--- config.mk ---
export PLATFORM = sky130hd
export DESIGN_NAME = sline_master
export DESIGN_NICKNAME = d
export VERILOG_FILES = /design/src/rtl/sline_master.sv
export SDC_FILE = /design/constraint.sdc
export NUM_CORES = 1
export LEC_CHECK = 0
export ABC_AREA = 1
export BUFFER_PORTS_ARGS = -buffer_cell sky130_fd_sc_hd__buf_4
export CAP_MARGIN = 10
export CORE_ASPECT_RATIO = 1.1
export CORE_MARGIN = 5
export CORE_UTILIZATION = 55
export CTS_CLUSTER_SIZE = 8
export DETAILED_ROUTE_END_ITERATION = 10
export GPL_ROUTABILITY_DRIVEN = 0
export PLACE_DENSITY = 0.72
export SLEW_MARGIN = 20
export SYNTH_ARGS = -nofsm -noshare
export SYNTH_HDL_FRONTEND = slang
export SYNTH_SLANG_ARGS = --single-unit
--- constraint.sdc ---
create_clock -name clk -period 3.7 [get_ports clk]
set_input_delay 0.74 -clock clk [delete_from_list [all_inputs] [get_ports clk]]
set_output_delay 0.74 -clock clk [all_outputs]
set_load 0.03 [all_outputs]
--- src/rtl/sline_master.sv ---
module sline_master #(
  parameter int DIV       = 2,
  parameter int ECHO_CLKS = 16,
  parameter int POST_CLKS = 16,
  parameter int WAIT_MAX  = 1000
) (
  input  logic        clk,
  input  logic        rst_n,
  input  logic        wr_en,
  input  logic [1:0]  wr_sel,
  input  logic [31:0] wr_data,
  output logic [31:0] cmd_o,
  output logic [7:0]  status_o,
  output logic [3:0]  tag_o,
  output logic [3:0]  crc_o,
  output logic [31:0] rsp_o,
  output logic        busy_o,
  output logic        scl_o,
  output logic        sda_o,
  output logic        sda_oe_o,
  input  logic        sda_i
);
  localparam int CW   = (2 * DIV > 2) ? $clog2(2 * DIV) : 1;
  localparam int BMAX = (WAIT_MAX > 66) ? WAIT_MAX : 66;
  localparam int BW   = $clog2(BMAX + 1);

  typedef enum logic [2:0] {S_IDLE, S_TX, S_ECHO, S_WAIT, S_TAG, S_DATA, S_CRC, S_POST} st_t;

  st_t         st;
  logic [CW-1:0] cnt;
  logic [BW-1:0] bcnt, lim;
  logic [64:0] tsh;
  logic [31:0] rx, d0_q, d1_q, cmd_q, rsp_q;
  logic [7:0]  stat_q;
  logic [3:0]  tag_q, crc_q;
  logic [6:0]  clen_c;
  logic [5:0]  rlen_c;

  assign clen_c = (cmd_q[15:8] > 8'd64) ? 7'd64 : cmd_q[14:8];
  assign rlen_c = (cmd_q[23:16] > 8'd32) ? 6'd32 : cmd_q[21:16];

  wire        slot_end = (cnt == CW'(2 * DIV - 1));
  wire        last     = slot_end && (bcnt == lim - BW'(1));
  wire [31:0] rx_next  = {rx[30:0], sda_i};
  wire        rx_phase = (st == S_WAIT) || (st == S_TAG) || (st == S_DATA) || (st == S_CRC);

  always_comb begin
    case (st)
      S_TX:           lim = BW'(clen_c) + BW'(1);
      S_ECHO:         lim = BW'(ECHO_CLKS);
      S_WAIT:         lim = BW'(WAIT_MAX);
      S_TAG, S_CRC:   lim = BW'(4);
      S_DATA:         lim = BW'(rlen_c);
      S_POST:         lim = BW'(POST_CLKS);
      default:        lim = BW'(1);
    endcase
  end

  always_ff @(posedge clk or negedge rst_n) begin
    if (!rst_n) begin
      st <= S_IDLE; cnt <= '0; bcnt <= '0; tsh <= '0; rx <= '0;
      d0_q <= '0; d1_q <= '0; cmd_q <= '0; rsp_q <= '1;
      stat_q <= 8'h00; tag_q <= '0; crc_q <= '0;
    end else begin
      if (wr_en && !busy_o) begin
        case (wr_sel)
          2'd0:    cmd_q <= wr_data;
          2'd1:    d0_q  <= wr_data;
          2'd2:    d1_q  <= wr_data;
          default: ;
        endcase
      end
      if (st == S_IDLE) begin
        cnt  <= '0;
        bcnt <= '0;
        if (cmd_q[7:0] != 8'h00) begin
          cmd_q[7:0] <= 8'h00;
          case (cmd_q[7:0])
            8'h01: begin st <= S_TX; stat_q <= 8'h01; tsh <= {1'b1, d0_q, d1_q}; end
            8'h02: stat_q <= 8'h02;
            default: stat_q <= 8'h80;
          endcase
        end
      end else begin
        cnt <= slot_end ? '0 : cnt + CW'(1);
        if (slot_end) begin
          rx   <= rx_next;
          tsh  <= tsh << 1;
          bcnt <= last ? '0 : bcnt + BW'(1);
          case (st)
            S_TX:   if (last) st <= S_ECHO;
            S_ECHO: if (last) st <= S_WAIT;
            S_WAIT:
              if (!sda_i) begin
                st <= S_TAG; bcnt <= '0; rx <= '0;
              end else if (last) begin
                stat_q <= 8'h82; st <= S_POST;
              end
            S_TAG:
              if (last) begin
                tag_q <= ~rx_next[3:0];
                rx    <= '0;
                st    <= (rx_next[2:0] == 3'b111 && rlen_c != 6'd0) ? S_DATA : S_CRC;
              end
            S_DATA: if (last) begin rsp_q <= ~rx_next; rx <= '0; st <= S_CRC; end
            S_CRC:  if (last) begin crc_q <= ~rx_next[3:0]; stat_q <= 8'h02; st <= S_POST; end
            S_POST: if (last) st <= S_IDLE;
            default: st <= S_IDLE;
          endcase
        end
      end
    end
  end

  assign busy_o   = (st != S_IDLE) || (cmd_q[7:0] != 8'h00);
  assign scl_o    = !((st != S_IDLE) && (cnt >= CW'(DIV)));
  assign sda_oe_o = !rx_phase;
  assign sda_o    = (st == S_TX) ? ~tsh[64] : 1'b1;
  assign cmd_o    = cmd_q;
  assign status_o = stat_q;
  assign tag_o    = tag_q;
  assign crc_o    = crc_q;
  assign rsp_o    = rsp_q;
endmodule

# Yosys cells after proc, flatten, opt, wreduce, memory -nomap -nowiden
# Index checks and enable logic that the tools add are counted.
# W data, S select, Z words.
# classes
n_eq_ne	24
n_bitwise	4
n_addsub	4
order_cmp	3
reduce_logical	31
n_mux	43
# ops
cell	n
$mux W65	4
$mux W8	10
$mux W31	2
$pmux W31 S2	1
$mux W10	5
$pmux W10 S5	1
$mux W3	11
$not A32 Y32	1
$pmux W8 S2	2
$pmux W3 S7	1
$eq A3 B3 Y1 const B	5
$ne A3 B2 Y1 const B	5
$reduce_and A4 Y1	3
$add A10 B1 Y10 const B	1
$eq A10 B10 Y1	1
$sub A10 B1 Y10 const B	1
$ne A3 B3 Y1 const B	3
$add A7 B1 Y8 const B	1
$eq A8 B1 Y1 const B	1
$eq A8 B2 Y1 const B	1
$gt A8 B6 Y1 const B	1
$gt A8 B7 Y1 const B	1
$reduce_and A2 Y1	4
$reduce_and A8 Y1	1
25 further kinds	42
# totals
reg_bits	255
word_cells	122
input_bits	38
out_inout_bits	84

# Logic depth before layout (Yosys ltp)
# depth
ltp_word	12
ltp_mapped	26
mapped_depth_nobuf	25

# Worst setup path before layout
# No wires, ideal clock.
# synth_path
path_kind	reg-to-reg
from	reg cmd_q[11] (netlist: cmd_o[11])
to	reg rx[10]
period_less_slack_ns	3.129
setup_slack_ns	0.571
t_required_ns	3.582
setup_ns	0.118
stages_incl_launch_ff	22
arrival_ns	3.011
path_buffers	2
cell_sequence	dfrtp_1 buf_2 nor2_1 nand2_1 o21ai_1 and2_1 ha_1 inv_1 nor2_1 nor2_2 ha_1 nand3_1 nor2_2 nand3b_1 nand2_1 xor2_2 nand4_4 nand3_2 o21ai_1 buf_2 nand3_1 nand2_1
# synth_via
elab_chain_cells	9
# synth_rtl
item	line_no	rtl
from (decl)	33	logic [31:0] rx, d0_q, d1_q, cmd_q, rsp_q;
from (signal assigned)	67	2'd0: cmd_q <= wr_data;
$gt A8 B7 Y1	39	assign clen_c = (cmd_q[15:8] > 8'd64) ? 7'd64 : cmd_q[14:8];
$mux W7 *	39	
$add A7 B1 Y8 *	49	S_TX: lim = BW'(clen_c) + BW'(1);
$pmux W10 S5 *	48	case (st)
$sub A10 B1 Y10 *	43	wire last = slot_end && (bcnt == lim - BW'(1));
$eq A10 B10 Y1 *	43	
$logic_and A1 B1 Y1 *	43	
$mux W31 *	100, 105	
$pmux W31 S2 *	90	case (st)
to (signal assigned)	87	rx <= rx_next;
to (decl)	33	
# Mark *: on every way between the ends. The rest lies on a longest branch, timed or not.
# A chain may end at the register's enable or synchronous reset.

# Worst setup path after layout
# layout_path
from	reg cmd_q[11] (netlist: cmd_o[11])
to	reg rx[8]
# Same word-level chain as after synthesis.

==> summary.md <==
| Metric | Value |
|---|---|
| Root buffer selected by CTS | clkbuf_16 |
| Cell accounting for the most synthesized area | dfrtp_1 |
| Hold crit path type | in -> async |
| Average cell area after synthesis | 8.83 sq um |
| Vertical die dimension | 160 microns |
| Worst Path Max Fanout | 30 |
| Share of post-route cells with drive strength above 1 | 20.2% |
| Setup violators final | 0 |
| Total power divided by cell area | 436 nW/um^2 |
| Portion of the clock cycle consumed by the worst path in the final layout | 89.9% |
| TritonCTS clock tree | done |
| Category of the worst setup path capture point | flop |
| Number of cells on the worst reg-to-reg path | 21 |
| Clock tree skew after final layout | 7.87 ps |
| Clock latency on the worst-skew pair | about 500 ps |
| Number of synthesized flops with an enable pin | 0 |
| Setup_tns | 0 ps |
| Final antenna diode count | 0 |
| Count of placed standard cells in the final layout, fillers left out | 1655 |
| Worst r2r dst | rx[8]$_DFFE_PN0P_ |
| Deepest clock path buffer count | 3 |
| Critical Path Max Stage Delay | 460 ps |
| Length of the first detailed-routing pass in iterations | 5 |
| FF-to-FF setup slack | 370 ps |
| Detailed Place HPWL | around 16 mm |
| Routed via count divided by cell count | 5.36 |
| Horizontal die dimension | 147 microns |
| Number of I/O pins | about 120 |
| Unrepaired setup endpoints after global routing | no |
| Area growth from synthesis to layout | 18.6% |
| GRT overflow | 0 |
| Clock sink count | between 200 and 300 |
| Maximum vdd drop | 0.000298 V |
| Final Worst Setup Slack | 374 ps |
| Distinct cells, synth | 40 |
| Post-synthesis cell area | about 11000 sq um |
| Max-Cap Viols | 0 |
| Kind of launch point of the worst setup path | flop |
| Leakage power | about 0.0068 uW |
| Detailed-route via count | 8870 |
| Seq cells post-synth | 250 |
| Residual DRC | 0 |
| Transition time at the pin with the least slew margin | approximately 740 ps |
| Proportion of register bits with asynchronous set or reset after synthesis | 100% |
| Worst r2r src | cmd_o[11]$_DFFE_PN0P_ |
| Full die area | approximately 24000 sq um |
| Fmax achieved | 301 MHz |
| Most common cell type on the critical path | nand2_1 |
| Share of the yosys chip area belonging to registers | 55.7% |
| Outcome | finished clean |
| Series of cell instances along the critical path | nor2_1 > nand2_1 > o21ai_1 > and2_1 > ha_1 > inv_1 > nor2_1 > nand3_1 > nand3b_1 > nand2_1 > nor2_1 > nand3_2 > nand2_1 > nand2_1 > nand2_1 > nor2_1 > nand4_4 > nand3_2 > o21ai_4 > nand3_1 > nand2_1 |
| Req. time, crit path | 4090 ps |
| Number of gates on the worst path with buffers counted | 21 |
| Worst slew margin relative to its limit | 50.6% |
| Iter 0 DRT Violations | 594 |
| Area after detailed placement | roughly 12000 sq um |
| Count of filler cells inserted in the layout | 1716 |
| Initial core utilization | 55.3% |
| Largest net degree at the start of global routing | 97 |
| Post-placement setup slack | 273 ps |
| Portion of total power attributed to combinational logic | 2.1% |
| Standard cell core area | 20400 sq um |
| Placed cells | 1601 |
| Routed length per placed instance | between 15 and 20 microns |
| Biggest area contributors in the synthesized netlist | dfrtp_1 48%, nand2_1 11%, dfstp_2 7.4%, o21ai_0 7.3%, inv_1 4.8% |
| Sequential power share | 47.1% |
| Post-layout nets | ~1400 |
| IO Port Bufs | 116 |
| Internal power | about 4600 uW |
| Sw Share | 20.8% |
| Final standard cell area without fillers | 13400 sq um |
| Most frequent cells in the layout | 325 x nand2_1, 218 x dfrtp_1, 165 x o21ai_0 |
| Vias in the first global route | 8608 |
| Global-route wire length before repair | 42.1 mm |
| Htree depth | 2 |
| Clock period minus final worst setup slack | between 3000 and 4000 ps |
| Warnings, synthesis | 0 |
| Number of clock buffers inserted by TritonCTS | 37 |
| Number of instances resized during post-cts repair | 0 |
| Antenna violations before repair | 0 |
| Arrival time of the worst setup path | between 3000 and 4000 ps |
| Portion of total power attributed to the clock network | ~51% |
| Count of final hold-check violations | 0 |
| Post-synth top area share | between 40% and 50% |
| Overall Global Routing Usage | 21.3% |
| Critical path class | reg -> reg |
| Overall routed net length | 25.4 mm |
| Highest-delay cell along the critical path | dfrtp_1 |
| Most common library cell in the layout ignoring fill and taps | nand2_1 |
| Most used flip-flop cell after synthesis | dfrtp_1 |
| Kind of cell adding the most delay to the critical path | simple AND/OR/NAND/NOR gates |
| Switch Pwr | roughly 1200 uW |
| Number of max-slew violations in the final report | 0 |
| Worst Path Buf+Inv | 1 |
| Number of instances in the synthesized netlist | about 1300 |
| Count of antenna-violating nets left after detailed routing | 0 |
| CTS clock-pin slew for the worst setup and hold paths | 50 ps |
| Floorplan row count | 55 |
-- worst reg2reg max path, cell delays in order (launching register included) --
cell	delay, ps
dfrtp_1	460
nor2_1	130
nand2_1	50
o21ai_1	140
and2_1	140
ha_1	130
inv_1	40
nor2_1	230
nand3_1	140
nand3b_1	180
nand2_1	130
nor2_1	70
nand3_2	90
nand2_1	70
nand2_1	80
nand2_1	50
nor2_1	250
nand4_4	200
nand3_2	170
o21ai_4	230
nand3_1	160
nand2_1	70
-- metrics by stage --
step / hold slack (ps) / util [%] / total power [uW]
after global routing: 289 / 65.6 / 6060
after floorplan: 403 / - / 2830
after CTS: 250 / 65.5 / 5910
after detailed placement: 426 / 60.5 / 2930
final: 241 / 65.6 / 5850
after global placement: 416 / 60.5 / 2930
-- flip-flops by register name, indices dropped and copies added, names as in the netlist, 4 cells and up --
signal	cells
tsh	65
cmd_o	32
d0_q	32
d1_q	32
rsp_o	32
rx	31
bcnt	10
crc_o	4
tag_o	4
-- cell type report --
| cell class | instances | area, sq um | share of cell area [%] |
|---|---|---|---|
| Clock inverter | 2 | 25.0 | 0.187 |
| Tap cell | 256 | 320 | 2.39 |
| Sequential cell | 250 | 6300 | 46.9 |
| Inverter | 153 | 578 | 4.31 |
| Multi-Input combinational cell | 812 | 4150 | 30.9 |
| Timing Repair Buffer | 132 | 1050 | 7.82 |
| Clock buffer | 50 | 996 | 7.42 |
-- cell usage after synthesis, types with 9 or more instances --
cell,number
nand2_2,15
clkbuf_1,51
nand4_1,9
dfrtp_1,218
nand2_1,328
inv_1,144
o211ai_1,63
o21ai_2,32
a21oi_1,15
dfstp_2,32
o21ai_0,165
nor2_1,56
nand3_1,65
-- per-layer routing --
metal / global-route usage (%) / vias up / wire length [microns]
met5: 0 / - / 0
met4: 6.72 / 0 / 644
met3: 3.72 / 54 / 1290
met2: 35.9 / 214 / 12300
met1: 28.3 / 4250 / 11100
li1: - / 4352 / -
-- cells by family after synthesis --
logic type | Yosys count | share of synthesized area [%]
XOR/XNOR | 11 | 1.04
adder cells (fa/ha/maj) | 5 | 0.553
other | 1 | 0.0332
flip-flops | 250 | 55.7
buffers and inverters | 223 | 8.11
AO/OA/AOI/OAI | 295 | 15.8
AND/OR/NAND/NOR | 496 | 18.8
-- how the worst max path moves through the flow --
stage | from | endpoint | slack, ps
floorplan | cmd_o[11]$_DFFE_PN0P_ | rx[10]$_DFFE_PN0P_ | 570
global placement | cmd_o[11]$_DFFE_PN0P_ | rx[16]$_DFFE_PN0P_ | 400
detailed placement | cmd_o[11]$_DFFE_PN0P_ | rx[12]$_DFFE_PN0P_ | 270
CTS | cmd_o[11]$_DFFE_PN0P_ | rx[8]$_DFFE_PN0P_ | 240
global route | cmd_o[22]$_DFFE_PN0P_ | rx[16]$_DFFE_PN0P_ | 20
finish | cmd_o[11]$_DFFE_PN0P_ | rx[8]$_DFFE_PN0P_ | 370
-- power by group through the flow --
| stage | clock network (uW) | logic (uW) | registers, uW |
|---|---|---|---|
| final | 2970 | 125 | 2760 |
| after global routing | 3160 | 143 | 2760 |
| after CTS | 3030 | 130 | 2760 |
| after detailed placement | 0 | 129 | 2800 |
| after global placement | 0 | 127 | 2800 |
| after floorplan | 0 | 27.6 | 2800 |
-- timing repair --
item | CTS | global route
hold buffers | 0 | 0
setup endpoints to repair | 0 | 1
setup buffers | 0 | 2
hold endpoints to repair | 0 | 0
No activity file was read; power rests on OpenSTA's default activity.
